File: config.mk
export PLATFORM = sky130hd
export DESIGN_NAME = psram_front
export DESIGN_NICKNAME = d
export VERILOG_FILES = /design/src/rtl/psram_pkg.sv /design/src/rtl/psram_pwr.sv /design/src/rtl/psram_array.sv /design/src/rtl/psram_tmon.sv /design/src/rtl/psram_front.sv
export SDC_FILE = /design/constraint.sdc
export NUM_CORES = 1
export LEC_CHECK = 0
export ABC_CLOCK_PERIOD_IN_PS = 7020
export BUFFER_PORTS_ARGS = -buffer_cell sky130_fd_sc_hd__buf_2
export CORE_MARGIN = 4
export CORE_UTILIZATION = 65
export DETAILED_ROUTE_END_ITERATION = 10
export PLACE_DENSITY = 0.93
export SETUP_SLACK_MARGIN = 0.3
export SLEW_MARGIN = 5
export SYNTH_ARGS = -nofsm -noshare
export SYNTH_HDL_FRONTEND = slang
export SYNTH_SLANG_ARGS = --single-unit
export TNS_END_PERCENT = 30
File: constraint.sdc
create_clock -name clk -period 7.02 [get_ports clk]
set_input_delay 0.351 -clock clk [delete_from_list [all_inputs] [get_ports clk]]
set_output_delay 0.351 -clock clk [all_outputs]
set_load 0.01 [all_outputs]
File: src/rtl/psram_pkg.sv
package psram_pkg;
   typedef enum logic [1:0] {
      PS_WAIT = 2'd0,
      PS_STBY = 2'd1,
      PS_ACT  = 2'd2,
      PS_DPD  = 2'd3
   } pwr_e;
   localparam int unsigned LANE_W = 8;
   localparam int unsigned LANES  = 2;
   localparam int unsigned WORD_W = LANE_W * LANES;
endpackage

File: src/rtl/psram_pwr.sv
module psram_pwr
   import psram_pkg::*;
#(
   parameter int unsigned WAIT_CYC = 20
) (
   input  logic clk,
   input  logic rst_n,
   input  logic cs2,
   input  logic sel,
   output pwr_e state
);
   localparam int unsigned CW = $clog2(WAIT_CYC + 1);
   localparam logic [CW-1:0] LAST = CW'(WAIT_CYC - 1);

   generate
      if (WAIT_CYC < 1) begin : g_bad_wait
         $error("WAIT_CYC must be at least 1");
      end
   endgenerate

   logic [CW-1:0] cnt;

   always_ff @(posedge clk or negedge rst_n) begin
      if (!rst_n) begin
         state <= PS_WAIT;
         cnt   <= '0;
      end else begin
         unique case (state)
            PS_WAIT: begin
               if (!cs2) begin
                  state <= PS_DPD;
                  cnt   <= '0;
               end else if (cnt == LAST) begin
                  state <= PS_STBY;
               end else begin
                  cnt <= cnt + 1'b1;
               end
            end
            PS_STBY, PS_ACT: begin
               if (!cs2)     state <= PS_DPD;
               else if (sel) state <= PS_ACT;
               else          state <= PS_STBY;
            end
            PS_DPD: begin
               if (cs2) begin
                  state <= PS_WAIT;
                  cnt   <= '0;
               end
            end
            default: state <= PS_WAIT;
         endcase
      end
   end

   a_r3_dpd_entry: assert property (@(posedge clk) disable iff (!rst_n)
      (state != PS_DPD && !cs2) |=> state == PS_DPD);
   a_r4_dpd_exit: assert property (@(posedge clk) disable iff (!rst_n)
      (state == PS_DPD && cs2) |=> state == PS_WAIT);
   a_r2_no_skip: assert property (@(posedge clk) disable iff (!rst_n)
      (state == PS_DPD) |=> state != PS_STBY && state != PS_ACT);
endmodule

File: src/rtl/psram_array.sv
module psram_array
   import psram_pkg::*;
#(
   parameter int unsigned AW = 4
) (
   input  logic              clk,
   input  logic              rst_n,
   input  logic              wipe,
   input  logic              wr_en,
   input  logic [LANES-1:0]  wr_lane,
   input  logic [AW-1:0]     addr,
   input  logic [WORD_W-1:0] wdata,
   output logic [WORD_W-1:0] rdata
);
   localparam int unsigned DEPTH = 1 << AW;

   generate
      if (AW < 1 || AW > 10) begin : g_bad_aw
         $error("AW must lie in 1..10");
      end
   endgenerate

   logic [WORD_W-1:0] mem [DEPTH];

   for (genvar w = 0; w < DEPTH; w++) begin : g_word
      for (genvar l = 0; l < LANES; l++) begin : g_lane
         always_ff @(posedge clk or negedge rst_n) begin
            if (!rst_n) begin
               mem[w][l*LANE_W +: LANE_W] <= '0;
            end else if (wipe) begin
               mem[w][l*LANE_W +: LANE_W] <= '0;
            end else if (wr_en && wr_lane[l] && addr == AW'(w)) begin
               mem[w][l*LANE_W +: LANE_W] <= wdata[l*LANE_W +: LANE_W];
            end
         end
      end
   end

   assign rdata = mem[addr];
endmodule

File: src/rtl/psram_tmon.sv
module psram_tmon #(
   parameter int unsigned AW      = 4,
   parameter int unsigned TRC_CYC = 4,
   parameter int unsigned WIN_CYC = 30
) (
   input  logic          clk,
   input  logic          rst_n,
   input  logic          reading,
   input  logic          cs1_n,
   input  logic [AW-1:0] addr,
   output logic          err
);
   localparam int unsigned HW = $clog2(TRC_CYC + 1);
   localparam int unsigned RW = $clog2(WIN_CYC + 1);
   localparam logic [HW-1:0] TRC = HW'(TRC_CYC);
   localparam logic [RW-1:0] WIN = RW'(WIN_CYC);

   generate
      if (TRC_CYC < 2) begin : g_bad_trc
         $error("TRC_CYC must be at least 2");
      end
      if (WIN_CYC < TRC_CYC) begin : g_bad_win
         $error("WIN_CYC must not be below TRC_CYC");
      end
   endgenerate

   logic [AW-1:0] addr_q;
   logic [HW-1:0] hold;
   logic [HW-1:0] dcnt;
   logic [RW-1:0] run;
   logic          chg;
   logic          short_chg;
   logic          full_cyc;
   logic          long_desel;

   assign chg        = (addr != addr_q);
   assign short_chg  = reading && chg && (hold < TRC);
   assign full_cyc   = reading && (hold >= TRC);
   assign long_desel = cs1_n && (dcnt == TRC - 1'b1);

   always_ff @(posedge clk or negedge rst_n) begin
      if (!rst_n) begin
         addr_q <= '0;
         hold   <= TRC;
         dcnt   <= '0;
         run    <= '0;
         err    <= 1'b0;
      end else begin
         addr_q <= addr;
         if (chg)              hold <= HW'(1);
         else if (hold != TRC) hold <= hold + 1'b1;
         if (!cs1_n)           dcnt <= '0;
         else if (dcnt != TRC) dcnt <= dcnt + 1'b1;
         if (long_desel || full_cyc) begin
            run <= '0;
         end else if ((short_chg || (reading && run != '0)) && run != WIN) begin
            run <= run + 1'b1;
         end
         if (run >= WIN) err <= 1'b1;
      end
   end

   a_r9_tmg_sticky: assert property (@(posedge clk) disable iff (!rst_n)
      err |=> err);
   a_r10_run_cleared: assert property (@(posedge clk) disable iff (!rst_n)
      long_desel |=> run == '0);
endmodule

File: src/rtl/psram_front.sv
module psram_front
   import psram_pkg::*;
#(
   parameter int unsigned AW       = 4,
   parameter int unsigned WAIT_CYC = 20,
   parameter int unsigned TRC_CYC  = 4,
   parameter int unsigned WIN_CYC  = 30
) (
   input  logic          clk,
   input  logic          rst_n,
   input  logic          cs1_n,
   input  logic          cs2,
   input  logic          we_n,
   input  logic          oe_n,
   input  logic          lb_n,
   input  logic          ub_n,
   input  logic [AW-1:0] addr,
   input  logic [15:0]   din,
   output logic [15:0]   dout,
   output logic [1:0]    dout_oe,
   output logic [1:0]    pwr_state,
   output logic          err_nrdy,
   output logic          err_tmg
);
   generate
      if (WORD_W != 16) begin : g_bad_word
         $error("pin data bus is fixed at 16 bits");
      end
   endgenerate

   pwr_e             state;
   logic [LANES-1:0] lane_n;
   logic             sel;
   logic             ready;
   logic             live;
   logic             wr_en;
   logic             attempt;
   logic [15:0]      rd_word;

   assign lane_n  = {ub_n, lb_n};
   assign sel     = !cs1_n && !(&lane_n);
   assign ready   = (state == PS_STBY) || (state == PS_ACT);
   assign live    = ready && cs2 && sel;
   assign wr_en   = live && !we_n;
   assign attempt = (state == PS_WAIT) && cs2 && sel;

   psram_pwr #(.WAIT_CYC(WAIT_CYC)) i_pwr (
      .clk   (clk),
      .rst_n (rst_n),
      .cs2   (cs2),
      .sel   (sel),
      .state (state)
   );

   psram_array #(.AW(AW)) i_array (
      .clk     (clk),
      .rst_n   (rst_n),
      .wipe    (state == PS_DPD),
      .wr_en   (wr_en),
      .wr_lane (~lane_n),
      .addr    (addr),
      .wdata   (din),
      .rdata   (rd_word)
   );

   psram_tmon #(.AW(AW), .TRC_CYC(TRC_CYC), .WIN_CYC(WIN_CYC)) i_tmon (
      .clk     (clk),
      .rst_n   (rst_n),
      .reading (live && we_n),
      .cs1_n   (cs1_n),
      .addr    (addr),
      .err     (err_tmg)
   );

   for (genvar l = 0; l < LANES; l++) begin : g_drive
      assign dout_oe[l] = live && we_n && !oe_n && !lane_n[l];
   end

   always_ff @(posedge clk or negedge rst_n) begin
      if (!rst_n)       err_nrdy <= 1'b0;
      else if (attempt) err_nrdy <= 1'b1;
   end

   assign dout      = rd_word;
   assign pwr_state = state;

   a_r3_dpd_quiet: assert property (@(posedge clk) disable iff (!rst_n)
      (state == PS_DPD) |-> dout_oe == 2'b00);
   a_r3_wiped: assert property (@(posedge clk) disable iff (!rst_n)
      ($past(state) == PS_DPD) |-> rd_word == 16'h0000);
   a_r5_desel_quiet: assert property (@(posedge clk) disable iff (!rst_n)
      cs1_n |-> dout_oe == 2'b00);
   a_r2_nrdy_sticky: assert property (@(posedge clk) disable iff (!rst_n)
      err_nrdy |=> err_nrdy);
   a_r2_wait_no_write: assert property (@(posedge clk) disable iff (!rst_n)
      (state == PS_WAIT) |-> !wr_en);
endmodule

## Yosys cells after proc, flatten, opt, wreduce, memory -nomap -nowiden

Cells that the tools add are included.

| storage, ports and cells | value |
|---|---|
| register bits after elaboration | 280 |
| input port bits | 28 |
| output and inout bits | 22 |

| cells by class | value |
|---|---|
| add/sub/neg operators | 4 |
| order comparisons | 4 |
| equality and inequality tests | 28 |
| mux-type cells | 83 |
| bitwise operators | 2 |
| reduce and logical (&&, ||, !) cells | 101 |

Operators by type and width:

| cell | number |
|---|---|
| $mux W8 | 64 |
| $reduce_bool A2 Y1 | 35 |
| $bmux W16 S4 | 1 |
| $logic_and A1 B1 Y1 | 50 |
| $eq A4 B4 Y1 const B | 8 |
| $mux W16 | 2 |
| $mux W5 | 5 |
| $eq A4 B3 Y1 const B | 4 |
| $mux W3 | 4 |
| $add A5 B1 Y5 const B | 2 |
| $ge A5 B5 Y1 const B | 2 |
| $mux W2 | 5 |
| $pmux W5 S2 | 1 |
| $ne A3 B3 Y1 const B | 3 |
| $eq A4 B2 Y1 const B | 2 |
| $add A3 B1 Y3 const B | 2 |
| $logic_not A1 Y1 | 6 |
| $pmux W2 S3 | 1 |
| $eq A5 B5 Y1 const B | 1 |
| $ne A5 B5 Y1 const B | 1 |
| $not A4 Y5 | 1 |
| $reduce_bool A5 Y1 | 1 |
| $eq A2 B2 Y1 const B | 2 |
| $eq A4 B1 Y1 const B | 1 |
| 15 further kinds | 18 |

## Depth between registers and ports, before layout

Gate-level depths: netlist (run 1).

| logic depth | value |
|---|---|
| word-level depth | 11 |
| mapped depth | 8 |
| depth with buffers taken out | 7 |

## By module

A second synthesis (run 1) with hierarchy kept.

| second synthesis, totals | value |
|---|---|
| cells, all modules | 1,509 |
| area total of the unflattened synthesis | 14,719.1 um^2 |

Modules (own cells, without submodules):

| module | times used | cells each | area each (um^2) |
|---|---|---|---|
| psram_array | 1 | 1,362 | 13,247.7 |
| psram_tmon | 1 | 77 | 842.1 |
| psram_pwr | 1 | 54 | 513.0 |
| psram_front | 1 | 16 | 116.4 |

## Worst setup path before layout (run 1)

OpenSTA, ideal clock, no wires.

| timing | value |
|---|---|
| path type | input-to-output |
| start | in addr[0] |
| end | out dout[10] |
| arrival time | 2.211 ns |
| setup slack | 4.458 ns |
| stages | 5 |
| buffers on the path | 3 |
| cell sequence | buf_2 -> buf_2 -> buf_2 -> mux4_2 -> mux4_2 |

| between the ends | value |
|---|---|
| word-level cells in the longest chain between the ends | 4 |

Ends and longest elaborated chain:

| what | RTL line | RTL |
|---|---|---|
| start: declaration | psram_front.sv:17 | `input logic [AW-1:0] addr,` |
| $not A4 Y5 (not written as such) | psram_array.sv:39 | `assign rdata = mem[addr];` |
| $bmux W16 S4 | psram_array.sv:39 |  |
| $mux W16 (not written as such) (2 in a row) | psram_array.sv:39 |  |
| end: declaration | psram_front.sv:19 | `output logic [15:0] dout,` |

Every way passes these cells. The select of a mux whose other input is x is not followed.

## Final worst setup path (run 1)

| timing | value |
|---|---|
| start | in addr[0] |
| end | out dout[7] |

Same word-level chain as after synthesis.

==> results of run 1 <==
-- critical path, cell delays in order --
cell and delay [ns]:
buf_4 0.71, buf_4 0.61, mux4_2 0.62, mux4_2 0.56
buf_2 0.17
-- timing repair --
action	CTS	global route
hold buffers	1	0
resized for setup	0	0
setup endpoints to repair	0	0
endpoints found under the hold margin	103	0
-- cell families after synthesis --
group,synth area share
buf+inv,0.02772
simple gates,0.1241
mux,0.3155
flops,0.5041
xor+xnor,0.004411
compound gates,0.01332
fa+ha+maj,0.01080
-- report_power, final --
group	internal, uW	switching, uW	leakage [uW]
Sequential	1670	45.8	0.00388
Combinational	151	438	0.00216
Clock	866	612	0.000439
-- how the worst max path moves through the flow --
stage	start	cells past startpoint	slack, ns	endpoint
finish	addr[0]	5	3.59	dout[7]
floorplan	addr[0]	5	4.46	dout[10]
CTS	addr[0]	5	3.54	dout[7]
detailed placement	addr[0]	7	3.23	i_array.mem[226]
global placement	addr[0]	7	3.30	i_array.mem[231]
global route	addr[0]	5	3.41	dout[7]
-- Yosys cell counts, types with 2 or more instances --
library cell / instances / area, um^2
a21boi_0: 2 / 15.01
a21oi_1: 4 / 20.02
a22o_1: 3 / 26.28
a31o_2: 3 / 26.28
buf_1: 8 / 30.03
buf_2: 14 / 70.07
buf_4: 5 / 37.54
clkbuf_1: 54 / 202.7
dfrtp_1: 279 / 6982
ha_1: 12 / 150.1
inv_1: 12 / 45.04
mux2i_1: 257 / 2572
mux4_2: 80 / 1802
nand2_1: 13 / 48.80
nand2b_1: 8 / 50.05
nand3_1: 7 / 35.03
nand4_1: 3 / 18.77
nor2_1: 265 / 994.7
nor2_4: 24 / 270.3
nor3_1: 3 / 15.01
nor3_4: 8 / 130.1
o211ai_1: 2 / 15.01
o21ai_0: 7 / 35.03
or3_1: 3 / 18.77
or3b_1: 6 / 52.55
or4b_1: 2 / 20.02
xnor2_1: 7 / 61.31
-- metal layers --
metal  wire length (um)  global-route usage  up-vias
li1                   -                   -     3895
met2              16040              0.4547      475
met5                  0                   0        -
met4               1133             0.09672        0
met3               2693             0.05904      101
met1              12710              0.3952     4690
-- state kept, by name, indices dropped and copies added, names as in the netlist --
register and cells:
err_nrdy 1, i_array.mem 256, i_pwr.cnt 5, i_pwr.state 2, i_tmon.addr_q 4, i_tmon.dcnt 3
i_tmon.err 1, i_tmon.hold 3, i_tmon.run 5
-- per-stage QoR --
step / instances / power (uW)
6_report: 1407 / 3782
3_3_place_gp: 1354 / 2303
3_5_place_dp: 1354 / 2324
2_1_floorplan: 1107 / 2163
5_1_grt: 1407 / 3936
4_1_cts: 1407 / 3784
-- layout make-up --
class,count,area [um^2],area share
clock inverters,6,80.08,0.005288
multi-input cells,734,6520,0.4306
well taps,275,344.1,0.02272
repair buffers,54,325.3,0.02148
clock buffers,46,819.5,0.05412
flip-flops and latches,280,7008,0.4628
inverters,12,45.04,0.002975
-- placed cells by master, fill, tap and decap left out, types with 2 or more instances in the layout --
cell type / Yosys / final
dfrtp_1: 279 / 279
nor2_1: 265 / 265
mux2i_1: 257 / 257
mux4_2: 80 / 80
buf_2: 14 / 46
clkbuf_16: 0 / 29
nor2_4: 24 / 24
clkbuf_1: 54 / 14
nand2_1: 13 / 13
inv_1: 12 / 12
ha_1: 12 / 11
nor3_4: 8 / 8
nand2b_1: 8 / 8
nand3_1: 7 / 7
o21ai_0: 7 / 7
xnor2_1: 7 / 7
or3b_1: 6 / 6
a21oi_1: 4 / 4
clkinv_2: 0 / 4
buf_4: 5 / 4
nand4_1: 3 / 3
nor3_1: 3 / 3
or3_1: 3 / 3
a31o_2: 3 / 3
a22o_1: 3 / 3
clkbuf_8: 0 / 3
or4b_1: 2 / 2
a21boi_0: 2 / 2
o211ai_1: 2 / 2
bufinv_16: 0 / 2
buf_12: 0 / 2
==> impl_metrics.json, run 1 <==
{
  "finalCoreUtilization": 0.7203,
  "core_um2": 21020,
  "drt_iter0_drc": 1199,
  "antenna_found_initial": 0,
  "post-cts-setup-buffers": 0,
  "critPathKind": "in -> out",
  "reg2reg_depth": 7,
  "syn_to_final_growth_pct": 8.929,
  "die-area_um2": 23790,
  "holdWs_ns": 0.1044,
  "p_per_area_nw_per_um2": 249.8,
  "fillers": 1199,
  "post_synth_num_cell_types": 43,
  "drt_first_pass_iters": 5,
  "cts_buffers": 28,
  "max_freq_mhz": 291.9,
  "hp-start": "cs1_n",
  "clockRootBuffer": "clkbuf_16",
  "synth_edf_count": 0,
  "synth.avg_cell_area_um2": 12.56,
  "hold_viol": 0,
  "leakage_uw": 0.006472,
  "setup_viol": 0,
  "cts_sinks": 280,
  "rsz0062_at_grt": "no",
  "min_period_ns": 3.426,
  "portBuffers": 49,
  "yosys_warnings": 0,
  "grt_pass1_wl_mm": 54.34,
  "rows": 53,
  "slew_violations": 0,
  "antennaDiodeCount": 0,
  "place_congestion": 0.8273,
  "path_max_fanout": 49,
  "synth-async-reset-ratio": 1.000,
  "place_area_um2": 14230,
  "grt.total_usage": 0.2838,
  "nets": 1150,
  "first_global_vias": 9729,
  "ys.flop_type": "dfrtp_1",
  "ant_nets": 0,
  "drive_above_1_share": 0.1873,
  "num_vias": 9161,
  "fin_area_um2": 15140,
  "totalNegativeSetupSlack_ns": 0,
  "whs_path_depth": 2,
  "vdd_drop_max_mv": 0.3345,
  "arrival_ns": 3.07,
  "grt.overflow.total": 0,
  "start_util": 0.6613,
  "clk_pin_slew_ns": 0.06,
  "cts_tree": "yes",
  "cts_max_path_buffers": 3,
  "reg2reg_slack_ns": 4.03,
  "worstHoldEndpoint": "i_tmon.dcnt[0]",
  "synthCells": 1107,
  "timing.rr.end": "i_array.mem[127]",
  "finalWorstSetupSlack_ns": 3.594,
  "min_period_over_period": 0.4880,
  "tightest_slew_ns": 1.235,
  "drt-wirelength-per-cell_um": 23.15,
  "synth_seq_cells": 280,
  "drc_errors": 0,
  "yosysSeqAreaShare": 0.5041,
  "clk_latency_ns": 0.54,
  "finClkSkew_ns": 0.006363,
  "die_w_um": 154.2,
  "die_y_um": 154.2,
  "worst_ep_required_time_ns": 6.67,
  "r2r_start": "i_pwr.state[0]",
  "startpoint_type": "input pin",
  "maxCapViolations": 0,
  "drt-vias-per-instance": 6.511,
  "cp-end-kind": "primary output",
  "dp_slack_ns": 3.230,
  "syn_nets": 1147,
  "grt_max_degree": 258,
  "outcome": "complete, no violations",
  "dpl.hpwl_mm": 19.39,
  "syn-cell-area_um2": 13900,
  "io_pins": 50,
  "min_path_type": "in -> reg",
  "cts_max_level": 1,
  "slew_headroom": 0.1767,
  "drt-total-wl_mm": 32.57
}
No activity file was read; power rests on OpenSTA's default activity.
==> inputs of run 2 (changes only) <==
--- a/config.mk
+++ b/config.mk
@@ -5,12 +5,12 @@
 export SDC_FILE = /design/constraint.sdc
 export NUM_CORES = 1
 export LEC_CHECK = 0
-export ABC_CLOCK_PERIOD_IN_PS = 7020
+export ABC_CLOCK_PERIOD_IN_PS = 3100
 export BUFFER_PORTS_ARGS = -buffer_cell sky130_fd_sc_hd__buf_2
 export CORE_MARGIN = 4
-export CORE_UTILIZATION = 65
+export CORE_UTILIZATION = 56
 export DETAILED_ROUTE_END_ITERATION = 10
-export PLACE_DENSITY = 0.93
+export PLACE_DENSITY = 0.86
 export SETUP_SLACK_MARGIN = 0.3
 export SLEW_MARGIN = 5
 export SYNTH_ARGS = -nofsm -noshare
==> constraint.sdc (replaced) <==
create_clock -name clk -period 3.1 [get_ports clk]
set_input_delay 0.155 -clock clk [delete_from_list [all_inputs] [get_ports clk]]
set_output_delay 0.155 -clock clk [all_outputs]
set_load 0.01 [all_outputs]
==> run 2 against run 1 <==
  * Sequential power rose by 130%
  * Utilization decreased by 8.6 points
  * Die area grew 15%
  * Cell count is 5.0% higher
  * Sequential cell count stayed put
  * Non-clock buffer count rose by 25
  * Global-route usage fell by 5.2 points
  * Worst hold slack lost 0.069 ns
  * First-iteration DRC count decreased by 28%
  * Register-to-register slack worse by 3.7 ns
  * Critical path depth grew 2
  * Largest power group unchanged
  * Highest routed layer is now met5
==> impl_metrics.json, run 2 (synthesis results as in run 1) <==
{
  "outcome": "complete, no violations",
  "slew_violations": 0,
  "drc_errors": 0,
  "vdd_drop_max_mv": 0.8006,
  "mostFrequentLayoutCell": "dfrtp_1",
  "slew_headroom": 0.2373,
  "cts_sinks": 280,
  "cts_buffers": 29,
  "drive_above_1_share": 0.2099,
  "die_y_um": 165.6,
  "dr_wl_met3_mm": 2.009,
  "core_um2": 24390,
  "setup_viol": 0,
  "place_congestion": 0.8287,
  "drt-total-wl_mm": 30.79,
  "drt-wirelength-per-cell_um": 20.85,
  "hold_viol": 0,
  "rsz0062_at_grt": "yes",
  "leakage_uw": 0.006627,
  "num_vias": 8951,
  "drt-vias-per-instance": 6.060,
  "dr_wl_met2_mm": 14.62,
  "grt.overflow.total": 0,
  "path_max_fanout": 8,
  "top_layer_used": "met5",
  "portBuffers": 49,
  "min_period_over_period": 0.8885,
  "first_global_vias": 9092,
  "syn_to_final_growth_pct": 11.34,
  "cts_tree": "yes",
  "place_area_um2": 14480,
  "regMostFlops": "i_array.mem",
  "largest_reg_flops": 256,
  "grt_max_degree": 257,
  "dpl.hpwl_mm": 18.65,
  "arrival_ns": 3.13,
  "finClkSkew_ns": 0.01269,
  "grt_pass1_wl_mm": 50.49,
  "antenna_found_initial": 1,
  "drt_iter0_drc": 865,
  "io_pins": 50,
  "met1_length_mm": 13.41,
  "holdWs_ns": 0.03569,
  "maxCapViolations": 0,
  "critPathKind": "reg -> reg",
  "min_period_ns": 2.754,
  "totalNegativeSetupSlack_ns": 0,
  "rows": 57,
  "clockRootBuffer": "clkbuf_16",
  "antennaDiodeCount": 0,
  "final_cell_mix": "279 x dfrtp_1, 265 x nor2_1, 257 x mux2i_1",
  "min_path_type": "in -> reg",
  "cts_max_path_buffers": 3,
  "ant_nets": 0,
  "cp-end-kind": "flop",
  "die-area_um2": 27410,
  "clk_latency_ns": 0.55,
  "start_util": 0.5699,
  "top_regs": "i_array.mem: 256 flops, i_pwr.cnt: 5 flops, i_tmon.run: 5 flops",
  "numPlacedInstances": 1421,
  "startpoint_type": "flop",
  "die_w_um": 165.6,
  "p_per_area_nw_per_um2": 547.4,
  "fin_area_um2": 15480,
  "clk_pin_slew_ns": 0.06,
  "drt_first_pass_iters": 5,
  "max_freq_mhz": 363.1,
  "grt.total_usage": 0.2322,
  "cts_max_level": 1,
  "final_cells": 1477,
  "tightest_slew_ns": 1.144,
  "nets": 1176,
  "worst_ep_required_time_ns": 3.48
}
[run 2: cell types whose count changed in the layout (fill, tap and decap cells not counted)]
cell           previous run  this run
buf_4                     4        18
clkbuf_1                 14         4
buf_12                    2        10
clkinv_2                  4         8
clkbuf_8                  3         6
dlygate4sd3_1             1         4
bufinv_16                 2         0
or4b_1                    2         0
or4b_4                    0         2
clkinvlp_4                0         1
[run 2: area by class of cell]
class / count / area (um^2)
Sequential cell: 280 / 7008
Inverter: 12 / 45.04
Fill cell: 1714 / 8914
Tap cell: 324 / 405.4
Multi-Input combinational cell: 734 / 6528
Timing Repair Buffer: 79 / 620.6
Clock buffer: 39 / 823.3
Clock inverter: 9 / 47.55
[run 2: final timing paths]
path | start | end | slack, ns | depth (start not counted)
max | i_pwr.state[0] | i_array.mem[148] | 0.35 | 7
min | cs2 | err_nrdy | 0.04 | 2
max reg2reg | i_pwr.state[0] | i_array.mem[148] | 0.35 | 7
min reg2reg | i_tmon.err | i_tmon.err | 0.47 | 1
max in group asynchronous | rst_n | i_array.mem[176] | 2.02 | 3
min in group asynchronous | rst_n | i_array.mem[235] | 0.25 | 2
[run 2: report_power, final]
part / switching (uW) / internal, uW / total [uW]
clock network: 1400 / 1840 / 3240
registers: 101 / 3780 / 3880
logic: 987 / 364 / 1350
[run 2: repair_timing]
item | 4_1_cts | 5_1_grt
pin swaps | 2 | 2
setup buffers | 2 | 2
resized for setup | 0 | 2
endpoints found under the setup margin | 17 | 73
hold endpoints to repair | 99 | 0
hold buffers | 4 | 0
[run 2: metrics by stage]
| step | utilization | total power, uW | setup slack (ns) |
|---|---|---|---|
| after floorplan | - | 4899 | 0.6485 |
| after global placement | 0.5936 | 5253 | 0.3583 |
| after detailed placement | 0.5936 | 5271 | 0.2367 |
| after CTS | 0.6326 | 8502 | 0.2883 |
| after global routing | 0.6346 | 8809 | 0.2402 |
| final | 0.6346 | 8472 | 0.3457 |
[run 2: critical path: stages (launching register included)]
cell	delay, ns
dfrtp_1	0.43
inv_1	0.09
ha_1	0.40
and4bb_4	0.32
or3b_1	0.57
nor2_4	0.44
mux2i_1	0.28
nor2_1	0.07
[run 2: layer usage]
| metal | global-route usage | up-vias |
|---|---|---|
| met1 | 0.3354 | 4601 |
| met4 | 0.06112 | 2 |
| met2 | 0.3695 | 328 |
| met3 | 0.04170 | 62 |
| met5 | 0 | - |
| li1 | - | 3958 |
